File: src/rtl/fic_pkg.sv
package fic_pkg;
  localparam int STAT_W = 6;
  localparam int ADDR_W = 4;

  // status bit positions
  localparam int B_TXE = 0;
  localparam int B_TXO = 1;
  localparam int B_RXU = 2;
  localparam int B_RXO = 3;
  localparam int B_RXF = 4;
  localparam int B_CON = 5;

  // register offsets
  localparam logic [ADDR_W-1:0] A_TXTHR   = 4'h0;
  localparam logic [ADDR_W-1:0] A_RXTHR   = 4'h1;
  localparam logic [ADDR_W-1:0] A_MASK    = 4'h2;
  localparam logic [ADDR_W-1:0] A_RAW     = 4'h3;
  localparam logic [ADDR_W-1:0] A_MSKD    = 4'h4;
  localparam logic [ADDR_W-1:0] A_TXLVL   = 4'h5;
  localparam logic [ADDR_W-1:0] A_RXLVL   = 4'h6;
  localparam logic [ADDR_W-1:0] A_CLR_TXO = 4'h8;
  localparam logic [ADDR_W-1:0] A_CLR_RXO = 4'h9;
  localparam logic [ADDR_W-1:0] A_CLR_RXU = 4'hA;
  localparam logic [ADDR_W-1:0] A_CLR_ALL = 4'hB;
endpackage

File: src/rtl/fic_thresh.sv
module fic_thresh #(
  parameter int DEPTH  = 16,
  parameter int DATA_W = 16,
  parameter int THR_W  = 4
) (
  input  logic              clk,
  input  logic              rst_n,
  input  logic              wr_en,
  input  logic [DATA_W-1:0] wdata,
  output logic [THR_W-1:0]  thr
);
  localparam logic [DATA_W-1:0] LIMIT = DATA_W'(DEPTH);

  logic [THR_W-1:0] thr_q;
  logic [THR_W-1:0] thr_d;
  logic             take;

  // values at or above the depth are dropped, which makes the depth probeable
  always_comb begin
    take  = wr_en && (wdata < LIMIT);
    thr_d = thr_q;
    if (take) thr_d = wdata[THR_W-1:0];
  end

  always_ff @(posedge clk or negedge rst_n) begin
    if (!rst_n)    thr_q <= '0;
    else if (take) thr_q <= thr_d;
  end

  assign thr = thr_q;
endmodule

File: src/rtl/fic_err_bit.sv
module fic_err_bit (
  input  logic clk,
  input  logic rst_n,
  input  logic set_i,
  input  logic clr_i,
  output logic flag_o
);
  logic q;
  logic d;
  logic en;

  // a new event outranks a clear arriving in the same cycle
  always_comb begin
    en = set_i | clr_i;
    d  = set_i | (q & ~clr_i);
  end

  always_ff @(posedge clk or negedge rst_n) begin
    if (!rst_n)  q <= 1'b0;
    else if (en) q <= d;
  end

  assign flag_o = q;
endmodule

File: src/rtl/fifo_thr_irq.sv
module fifo_thr_irq #(
  parameter int DEPTH  = 16,
  parameter int DATA_W = 16,
  parameter int LVL_W  = $clog2(DEPTH + 1)
) (
  input  logic                       clk,
  input  logic                       rst_n,
  input  logic                       reg_wr,
  input  logic                       reg_rd,
  input  logic [fic_pkg::ADDR_W-1:0] reg_addr,
  input  logic [DATA_W-1:0]          reg_wdata,
  output logic [DATA_W-1:0]          reg_rdata,
  input  logic [LVL_W-1:0]           tx_level,
  input  logic [LVL_W-1:0]           rx_level,
  input  logic                       tx_push,
  input  logic                       rx_push,
  input  logic                       rx_pop,
  input  logic                       contention,
  output logic                       irq
);
  import fic_pkg::*;

  localparam int THR_W = (DEPTH > 2) ? $clog2(DEPTH) : 1;
  localparam int N_ERR = 3;
  localparam logic [LVL_W-1:0] FULL_LVL = LVL_W'(DEPTH);

  // reset: asserted asynchronously, released through two flops
  logic [1:0] rst_pipe;
  logic       srst_n;

  always_ff @(posedge clk or negedge rst_n) begin
    if (!rst_n) rst_pipe <= 2'b00;
    else        rst_pipe <= {rst_pipe[0], 1'b1};
  end
  assign srst_n = rst_pipe[1];

  // thresholds
  logic [THR_W-1:0] tx_thr;
  logic [THR_W-1:0] rx_thr;
  logic             wr_txthr;
  logic             wr_rxthr;

  assign wr_txthr = reg_wr && (reg_addr == A_TXTHR);
  assign wr_rxthr = reg_wr && (reg_addr == A_RXTHR);

  fic_thresh #(.DEPTH(DEPTH), .DATA_W(DATA_W), .THR_W(THR_W)) u_txthr (
    .clk   (clk),
    .rst_n (srst_n),
    .wr_en (wr_txthr),
    .wdata (reg_wdata),
    .thr   (tx_thr)
  );

  fic_thresh #(.DEPTH(DEPTH), .DATA_W(DATA_W), .THR_W(THR_W)) u_rxthr (
    .clk   (clk),
    .rst_n (srst_n),
    .wr_en (wr_rxthr),
    .wdata (reg_wdata),
    .thr   (rx_thr)
  );

  // mask register
  logic [STAT_W-1:0] mask_q;
  logic [STAT_W-1:0] mask_d;
  logic              mask_en;

  always_comb begin
    mask_en = reg_wr && (reg_addr == A_MASK);
    mask_d  = reg_wdata[STAT_W-1:0];
  end

  always_ff @(posedge clk or negedge srst_n) begin
    if (!srst_n)      mask_q <= '0;
    else if (mask_en) mask_q <= mask_d;
  end

  // sticky error flags: index 0 TX overflow, 1 RX underflow, 2 RX overflow
  logic [N_ERR-1:0] err_set;
  logic [N_ERR-1:0] err_clr;
  logic [N_ERR-1:0] err_q;
  logic             clr_all;

  always_comb begin
    clr_all    = reg_rd && (reg_addr == A_CLR_ALL);
    err_set[0] = tx_push && (tx_level == FULL_LVL);
    err_set[1] = rx_pop  && (rx_level == '0);
    err_set[2] = rx_push && (rx_level == FULL_LVL);
    err_clr[0] = clr_all || (reg_rd && (reg_addr == A_CLR_TXO));
    err_clr[1] = clr_all || (reg_rd && (reg_addr == A_CLR_RXU));
    err_clr[2] = clr_all || (reg_rd && (reg_addr == A_CLR_RXO));
  end

  for (genvar g = 0; g < N_ERR; g++) begin : g_err
    fic_err_bit u_flag (
      .clk    (clk),
      .rst_n  (srst_n),
      .set_i  (err_set[g]),
      .clr_i  (err_clr[g]),
      .flag_o (err_q[g])
    );
  end

  // status assembly
  logic [STAT_W-1:0] raw_stat;
  logic [STAT_W-1:0] msk_stat;

  always_comb begin
    raw_stat        = '0;
    raw_stat[B_TXE] = tx_level <= LVL_W'(tx_thr);
    raw_stat[B_TXO] = err_q[0];
    raw_stat[B_RXU] = err_q[1];
    raw_stat[B_RXO] = err_q[2];
    raw_stat[B_RXF] = rx_level > LVL_W'(rx_thr);
    raw_stat[B_CON] = contention;
    msk_stat        = raw_stat & mask_q;
  end

  // interrupt register
  logic irq_q;
  logic irq_d;

  assign irq_d = |msk_stat;

  always_ff @(posedge clk or negedge srst_n) begin
    if (!srst_n) irq_q <= 1'b0;
    else         irq_q <= irq_d;
  end

  assign irq = irq_q;

  // read mux
  always_comb begin
    reg_rdata = '0;
    unique case (reg_addr)
      A_TXTHR:   reg_rdata = DATA_W'(tx_thr);
      A_RXTHR:   reg_rdata = DATA_W'(rx_thr);
      A_MASK:    reg_rdata = DATA_W'(mask_q);
      A_RAW:     reg_rdata = DATA_W'(raw_stat);
      A_MSKD:    reg_rdata = DATA_W'(msk_stat);
      A_TXLVL:   reg_rdata = DATA_W'(tx_level);
      A_RXLVL:   reg_rdata = DATA_W'(rx_level);
      A_CLR_TXO: reg_rdata = DATA_W'(err_q[0]);
      A_CLR_RXO: reg_rdata = DATA_W'(err_q[2]);
      A_CLR_RXU: reg_rdata = DATA_W'(err_q[1]);
      A_CLR_ALL: reg_rdata = DATA_W'({err_q[2], err_q[1], err_q[0], 1'b0});
      default:   reg_rdata = '0;
    endcase
  end
endmodule

File: config.mk
export PLATFORM = sky130hd
export DESIGN_NAME = fifo_thr_irq
export DESIGN_NICKNAME = d
export VERILOG_FILES = /design/src/rtl/fic_pkg.sv /design/src/rtl/fic_thresh.sv /design/src/rtl/fic_err_bit.sv /design/src/rtl/fifo_thr_irq.sv
export SDC_FILE = /design/constraint.sdc
export NUM_CORES = 1
export LEC_CHECK = 0
export CAP_MARGIN = 40
export CORE_MARGIN = 4
export CORE_UTILIZATION = 41
export CTS_CLUSTER_DIAMETER = 40
export DETAILED_ROUTE_END_ITERATION = 7
export PLACE_DENSITY = 0.85
export SYNTH_ARGS = -nofsm -noshare
export SYNTH_HDL_FRONTEND = slang
export SYNTH_HIERARCHICAL = 1
export SYNTH_SLANG_ARGS = --single-unit
File: constraint.sdc
create_clock -name clk -period 1.6 [get_ports clk]
set_clock_uncertainty 0.05 [all_clocks]
set_input_delay 0.32 -clock clk [delete_from_list [all_inputs] [get_ports clk]]
set_output_delay 0.32 -clock clk [all_outputs]
set_load 0.01 [all_outputs]
# After elaboration in Yosys (flattened, before gate mapping)
# Index checks and enable logic that the tools add are counted.
[totals] regBits=20 latch_bits=0 mem_bits_rw=0 romBits=0 in_bits=38 out_inout_bits=17 elab_cells=55 memories=0
[classes] add_sub_neg=0 multipliers=0 div=0 n_lt_le_gt_ge=3 n_eq_ne=12 n_shift=0 muxes=1 bitwise=13 reduce_logical=18
[op_table] cell="6-bit case mux with 11 select lines" n=1
[op_table] cell="4-bit equality test, second input constant" n=4
[op_table] cell="16-bit by 5-bit less-than comparator with 1-bit output, second input constant" n=1
[op_table] cell="4-bit by 3-bit equality test with 1-bit output, second input constant" n=3
[op_table] cell="1-bit logical AND" n=12
[op_table] cell="5-bit equality test, second input constant" n=2
[op_table] cell="4-bit by 2-bit equality test with 1-bit output, second input constant" n=2
[op_table] cell="6-bit AND" n=1
[op_table] cell="1-bit bitwise OR" n=6
[op_table] cell="6-bit OR reduction" n=1
[op_table] cell="5-bit by 4-bit > comparator with 1-bit output" n=1
[op_table] cell="5-bit by 4-bit less-or-equal comparator with 1-bit output" n=1
[op_table] cell="5-bit logical NOT" n=1
[op_table] cell="4-bit by 1-bit equality test with 1-bit output, second input constant" n=1
[op_table] cell="4-bit logical NOT" n=1
[op_table] cell="1-bit AND" n=3
[op_table] cell="1-bit logical OR" n=3
[op_table] cell="1-bit inverter" n=3

# Depth between registers and ports, before layout
# Gate-level depths: netlist (run 1).
[logic_depth] word_depth=6 depth_mapped=7 depth_no_buf=7

# Cells and area by module
# The synthesis (run 1) kept the hierarchy.
[modules_own_cells] mod="fifo_thr_irq" instances=1 cells_per_inst=139 area_each_um2=1122.3 seq_area_each_um2=225.2
[modules_own_cells] mod="fic_thresh" instances=2 cells_per_inst=13 area_each_um2=193.9 seq_area_each_um2=100.1
[modules_own_cells] mod="fic_err_bit" instances=3 cells_per_inst=3 area_each_um2=36.3 seq_area_each_um2=25.0

# Worst setup path after synthesis (run 1)
# OpenSTA, ideal clock, no wires.
[synth_path] path_kind="input to register" startpoint="in reg_addr[2] (netlist name)" endpoint="reg u_txthr.thr_q[0] (netlist: u_txthr/thr[0])" setup_time_ns=0.125 arrival_ns=1.709 required_ns=1.425 setup_slack_ns=-0.284 path_stages=7 path_buffers=2 path_cell_list="buf_6 clkbuf_1 nor4_1 and2_1 nor4b_2 nand4_2 mux2_2"
[synth_via] elab_chain_cells=3
[synth_rtl] element="start: declaration" line_no="fifo_thr_irq.sv:10" source="input logic [fic_pkg::ADDR_W-1:0] reg_addr,"
[synth_rtl] element="4-bit logical NOT" line_no="fifo_thr_irq.sv:43" source="assign wr_txthr = reg_wr && (reg_addr == A_TXTHR);"
[synth_rtl] element="1-bit logical AND" line_no="fifo_thr_irq.sv:43"
[synth_rtl] element="via wr_txthr" line_no="fifo_thr_irq.sv:40" source="logic wr_txthr;"
[synth_rtl] element="1-bit logical AND" line_no="fic_thresh.sv:20" source="take = wr_en && (wdata < LIMIT);"
[synth_rtl] element="end signal: assignment" line_no="fic_thresh.sv:27" source="else if (take) thr_q <= thr_d;"
[synth_rtl] element="end: declaration" line_no="fic_thresh.sv:14" source="logic [THR_W-1:0] thr_q;"
# The timed path passes the listed nets, and every way through them passes these cells.
# A chain may end at the register's enable or synchronous reset.

# Worst setup path after layout (run 1)
[layout_path] startpoint="reg u_rxthr.thr_q[3] (netlist: u_rxthr/thr[3])" endpoint="out reg_rdata[4]"
[layout_via] elab_chain_cells=3
[layout_rtl] element="start: declaration" line_no="fic_thresh.sv:14"
[layout_rtl] element="start signal: assignment" line_no="fic_thresh.sv:27"
[layout_rtl] element="5-bit by 4-bit > comparator with 1-bit output *" line_no="fifo_thr_irq.sv:113" source="raw_stat[B_RXF] = rx_level > LVL_W'(rx_thr);"
[layout_rtl] element="6-bit AND" line_no="fifo_thr_irq.sv:115" source="msk_stat = raw_stat & mask_q;"
[layout_rtl] element="6-bit case mux with 11 select lines *" line_no="fifo_thr_irq.sv:134" source="unique case (reg_addr)"
[layout_rtl] element="end: declaration" line_no="fifo_thr_irq.sv:12" source="output logic [DATA_W-1:0] reg_rdata,"
# Every way passes the cells marked *; elsewhere a longest branch is shown, timed or not.

==> flow_summary.json, run 1 <==
{
  "outcome": "finished with violations",
  "violations": "negative setup slack",
  "cap_viol_max_count": 0,
  "synth_most_common_cell": "dfrtp_1",
  "cts_max_path_buffers": 2,
  "die_h_um": 70.8,
  "min_path_type": "flip-flop to asynchronous set/reset pin",
  "synth_edf_count": 0,
  "drt_iter0_markers": 137,
  "drive_above_1_share": 0.484,
  "ir_worst_vdd_uv": 443,
  "multi_input_area_um2": 1200,
  "netlist_instances": 174,
  "core_area_um2": 3740,
  "dp_cells": 303,
  "antenna_left": 0,
  "layout.nets": 323,
  "antenna_found_initial": 0,
  "holdWs_ps": 140,
  "required_ps": 1230,
  "synth_seq_area_share": 0.309,
  "grt_max_degree": 19,
  "vias_per_cell": 5.50,
  "drtPass1Iterations": 5,
  "slowest_stage": "dfrtp_1",
  "setup_viol_count_final": 15,
  "start_util": 0.432,
  "htree_levels": 1,
  "cts_buffers": 3,
  "ys_async_sr_fraction": 1.00,
  "final_util": 0.739,
  "syn-cell-area_um2": 1620,
  "finalSetupTns_ps": -3060,
  "grt.total_usage": 0.224,
  "ioPinCount": 55,
  "critPathMaxStageDelay_ps": 380,
  "clkTransAtPathRegs_ps": 70,
  "syn_to_final_growth_pct": 70.9,
  "row_count": 22,
  "cp_cell_sequence": "inv_1 > ha_1 > o21ai_2 > a21oi_1 > o21a_1 > a221oi_2 > nor2_1 > buf_2",
  "power.density_nw_per_um2": 569,
  "endpoint_kind": "output pin",
  "num_vias": 1778,
  "finalCritPeriodShare": 1.32,
  "cts_tree": "done",
  "yosys_warnings": 6,
  "setup_ws_ps": -518,
  "portBuffers": 44,
  "start_kind": "flip-flop",
  "die_w_um": 70.8,
  "crit_arrival_ps": 1750,
  "timing.fmax_mhz": 472,
  "hpwl_um": 4020,
  "instances_no_fill": 323,
  "synth-main-ff-cell": "dfrtp_1",
  "clkLatencyLatePin_ps": 260,
  "rsz0062_at_grt": "yes",
  "drcViolationCount": 0,
  "grt_pass1_wl_um": 8890,
  "critical_path_class": "flip-flop to output pin",
  "yosysTopAreaCell": "dfrtp_1",
  "fin_crit_ps": 2120,
  "cts_hold_buf": 0,
  "antenna_cells": 0,
  "place_congestion": 0.930,
  "fin_total_pwr_mw": 1.58,
  "seqCellArea_um2": 500,
  "synth_common_cells": "dfrtp_1, mux2_2, inv_1",
  "cp_max_fo": 2,
  "wl_um": 5680,
  "syn_avg_cell_area_um2": 9.30,
  "grt_pass1_vias": 1906,
  "yosys.area.top_type_share": 0.309,
  "timing.final.hold_violations": 0,
  "wl_per_cell_um": 17.6,
  "leakagePower_nw": 1.29,
  "clock_sinks": 20,
  "die_area_um2": 5020,
  "ys_ff_latch": 20,
  "synth.area.top_cells": "dfrtp_1, mux2_2, ha_1, buf_4, inv_1",
  "synth_cell_types": 52,
  "globalRouteOverflowTotal": 0,
  "fillers": 268,
  "drv_slew": 0,
  "ctsRootBufferMaster": "clkbuf_8"
}
## timing repair
action,4_1_cts,5_1_grt
pin swaps,23,16
endpoints found under the setup margin,23,15
setup buffers,16,2
cloned,0,0
gates resized for setup,84,19
endpoints found under the hold margin,0,0
## worst max-delay path: cells and delay by family (launching register included)
kind,cells,cell delay [ps]
fa+ha+maj,1,310
flops,1,380
buf+inv,2,190
simple gates,1,80
compound gates,4,540
## power by group
part	internal, mW	switching (mW)	leakage (nW)
Combinational	0.361	0.285	1.00
Sequential	0.563	0.0364	0.260
Clock	0.168	0.162	0.0216
Total	1.09	0.484	1.29
## logic make-up after synthesis
| group | Yosys count | share of synthesized area |
|---|---|---|
| AO/OA/AOI/OAI | 42 | 0.185 |
| adder cells (fa/ha/maj) | 8 | 0.0618 |
| buffers and inverters | 33 | 0.111 |
| flip-flops | 20 | 0.309 |
| multiplexers | 17 | 0.117 |
| other | 2 | 0.00464 |
| AND/OR/NAND/NOR | 52 | 0.211 |
## layout by cell type (no fill, tap or decap), types with 3 or more instances in the layout
master           count
buf_8                3
conb_1              11
nand2_1              9
a32oi_1              3
a21oi_1              6
ha_4                 5
a21o_1               3
a21oi_2              6
inv_2                4
buf_4               53
o21ai_2              3
nor2_1               9
dfrtp_1             20
clkdlybuf4s50_1     24
mux2_4               3
inv_1               11
dlygate4sd2_1        9
mux2_2              13
clkbuf_8             3
buf_6                9
ha_1                 3
nor3_1               3
buf_2                8
## metrics by stage
stage | worst slack [ps] | cell area, µm²
after global placement | -1090 | 2430
after global routing | -595 | 2770
final | -518 | 2770
after CTS | -571 | 2660
after floorplan | -175 | 1720
after detailed placement | -1120 | 2430
## final cells by class
type,count,share of cell area
Multi-Input combinational cell,130,0.434
Inverter,15,0.0203
Tap cell,48,0.0217
Sequential cell,20,0.181
Timing Repair Buffer,107,0.328
Clock buffer,3,0.0149
## final timing paths
check	start	to	slack, ps	cells past startpoint
worst max-delay path	u_rxthr/thr[3]	reg_rdata[4]	-520	8
worst min-delay path	rst_pipe[1]	g_err[2].u_flag/flag_o	140	1
worst max register to register	u_rxthr/thr[3]	irq	-70	7
worst min register to register	rst_pipe[1]	g_err[2].u_flag/flag_o	140	1
max in group asynchronous	rst_pipe[1]	u_rxthr/thr[0]	1160	1
min in group clk	rst_pipe[0]	rst_pipe[1]	300	0
## sequential cells by signal, indices dropped and copies added (netlist names)
| name | flops |
|---|---|
| u_txthr/thr | 4 |
| g_err.u_flag/flag_o | 3 |
| u_rxthr/thr | 4 |
| mask_q | 6 |
| irq | 1 |
| rst_pipe | 2 |
## per-layer routing
layer  share of wire  GRT usage  vias up
met5               0          0        -
met4           0.032     0.0960        0
met3           0.076     0.0355       17
met2            0.51      0.396       83
met1            0.38      0.267      851
li1                -          -      827
Note: power is estimated with default switching activity, not from simulation.
==> run 2, diff against run 1 <==
CELL_PAD_IN_SITES_DETAIL_PLACEMENT = 1   (was default)
CELL_PAD_IN_SITES_GLOBAL_PLACEMENT = 2   (was default)
CORE_UTILIZATION = 24   (was 41)
==> run 2 against run 1 <==
  * The flow still finishes with violations (negative setup slack)
  * Via count down 1.3%
  * Maximum frequency down 3.3%
  * Largest cell class unchanged
  * Critical path depth unchanged
  * Design area up 3.8%
  * Largest power group unchanged
  * Non-clock buffer count up 1
==> flow_summary.json, run 2 (synthesized netlist as in run 1, its figures left out) <==
{
  "path_buf_inv": 2,
  "die_w_um": 90.1,
  "clkTransAtPathRegs_ps": 80,
  "top_register": "mask_q",
  "ir_worst_vdd_uv": 300,
  "antenna_cells": 0,
  "cp_top_family": "compound AO/OA/AOI/OAI gates",
  "finalSetupTns_ps": -3660,
  "clock_sinks": 20,
  "num_vias": 1754,
  "globalRouteOverflowTotal": 0,
  "portBuffers": 44,
  "cap_viol_max_count": 0,
  "start_kind": "flip-flop",
  "setup_viol_count_final": 15,
  "critical_path_class": "flip-flop to output pin",
  "drtPass1Iterations": 4,
  "final_cell_mix": "buf_4, clkdlybuf4s50_1, dfrtp_1, mux2_2, buf_6",
  "row_count": 29,
  "fin_crit_ps": 2190,
  "required_ps": 1230,
  "outcome": "finished with violations",
  "critPathMaxStageDelay_ps": 410,
  "antenna_found_initial": 0,
  "drt_iter0_markers": 63,
  "final_util": 0.445,
  "syn_to_final_growth_pct": 77.4,
  "grt_pass1_vias": 2022,
  "power.density_nw_per_um2": 619,
  "wl_um": 6590,
  "setup_ws_ps": -590,
  "grt_max_degree": 19,
  "rsz0062_at_grt": "yes",
  "timing.fmax_mhz": 457,
  "dp_cells": 332,
  "wl_per_cell_um": 18.6,
  "cts_max_path_buffers": 2,
  "min_path_type": "flip-flop to asynchronous set/reset pin",
  "ctsRootBufferMaster": "clkbuf_8",
  "violations": "negative setup slack",
  "drcViolationCount": 0,
  "cts_tree": "done",
  "r2r_start": "u_rxthr/thr[2]",
  "ioPinCount": 55,
  "core_area_um2": 6460,
  "fin_total_pwr_mw": 1.78,
  "start_util": 0.251,
  "drive_above_1_share": 0.480,
  "timing.final.hold_violations": 0,
  "place_congestion": 0.881,
  "crit_arrival_ps": 1820,
  "cp_max_fo": 2,
  "die_area_um2": 8120,
  "slowest_stage": "dfrtp_1",
  "clkLatencyLatePin_ps": 260,
  "cts_buffers": 3,
  "cp_cell_sequence": "inv_2 > ha_4 > o21ai_2 > a21oi_2 > o21a_1 > a221oi_2 > nor2_1 > buf_2",
  "layout.nets": 324,
  "die_h_um": 90.1,
  "crit_start": "u_rxthr/thr[2]",
  "grt_pass1_wl_um": 10300,
  "finalCritPeriodShare": 1.37,
  "holdWs_ps": 148,
  "cts_hold_buf": 0,
  "instances_no_fill": 354,
  "hpwl_um": 4650,
  "leakagePower_nw": 1.31,
  "antenna_left": 0,
  "largest_reg_flops": 6,
  "grt.total_usage": 0.159,
  "htree_levels": 1,
  "layout_commonest_cell": "buf_4",
  "endpoint_kind": "output pin",
  "vias_per_cell": 4.95,
  "drv_slew": 0
}
==> run 2: area by class of cell <==
class	instances	area, µm²
multi-input combinational	130	1200
tap	77	96.3
fill	757	3590
timing repair buffer	108	947
sequential	20	500
inverter	15	56.3
clock buffer	3	41.3
clock inverter	1	30.0
==> run 2: timing repair <==
item / 4_1_cts / 5_1_grt
pin swaps: 20 / 10
buffers inserted: 13 / 4
gates resized for setup: 85 / 14
setup endpoints to repair: 23 / 20
hold endpoints to repair: 0 / 0
cloned: 2 / 0
==> run 2: worst reg2reg max path: stages, from the launching register on <==
cell and delay (ps):
dfrtp_1 410, inv_2 110, ha_4 210, o21ai_2 130, a21oi_2 40, o21a_1 200
buf_4 150, a221o_1 330
==> run 2: report_power, final <==
part / total, mW / internal [mW] / switching (mW)
registers: 0.607 / 0.563 / 0.0446
clock network: 0.506 / 0.334 / 0.172
logic: 0.664 / 0.374 / 0.290
==> run 2: per-stage QoR <==
stage	area [µm²]	setup slack (ps)
5_1_grt	2870	-668
2_1_floorplan	1720	-175
4_1_cts	2770	-556
6_report	2870	-590
3_3_place_gp	2460	-1080
3_5_place_dp	2460	-1120
==> run 2: worst paths after layout <==
check                           slack [ps]        endpoint  cells past startpoint
worst max-delay path                  -590    reg_rdata[4]                      8
worst min-delay path                   150       mask_q[2]                      1
worst max register to register        -140             irq                      7
worst min register to register         150       mask_q[2]                      1
max in group asynchronous             1150  u_txthr/thr[3]                      1
min in group clk                       300     rst_pipe[1]                      0
==> run 2: layer usage <==
metal	part of all wire	global-route usage
met3	0.066	0.0359
met5	0	0
met4	0.023	0.0523
met1	0.41	0.183
met2	0.50	0.288
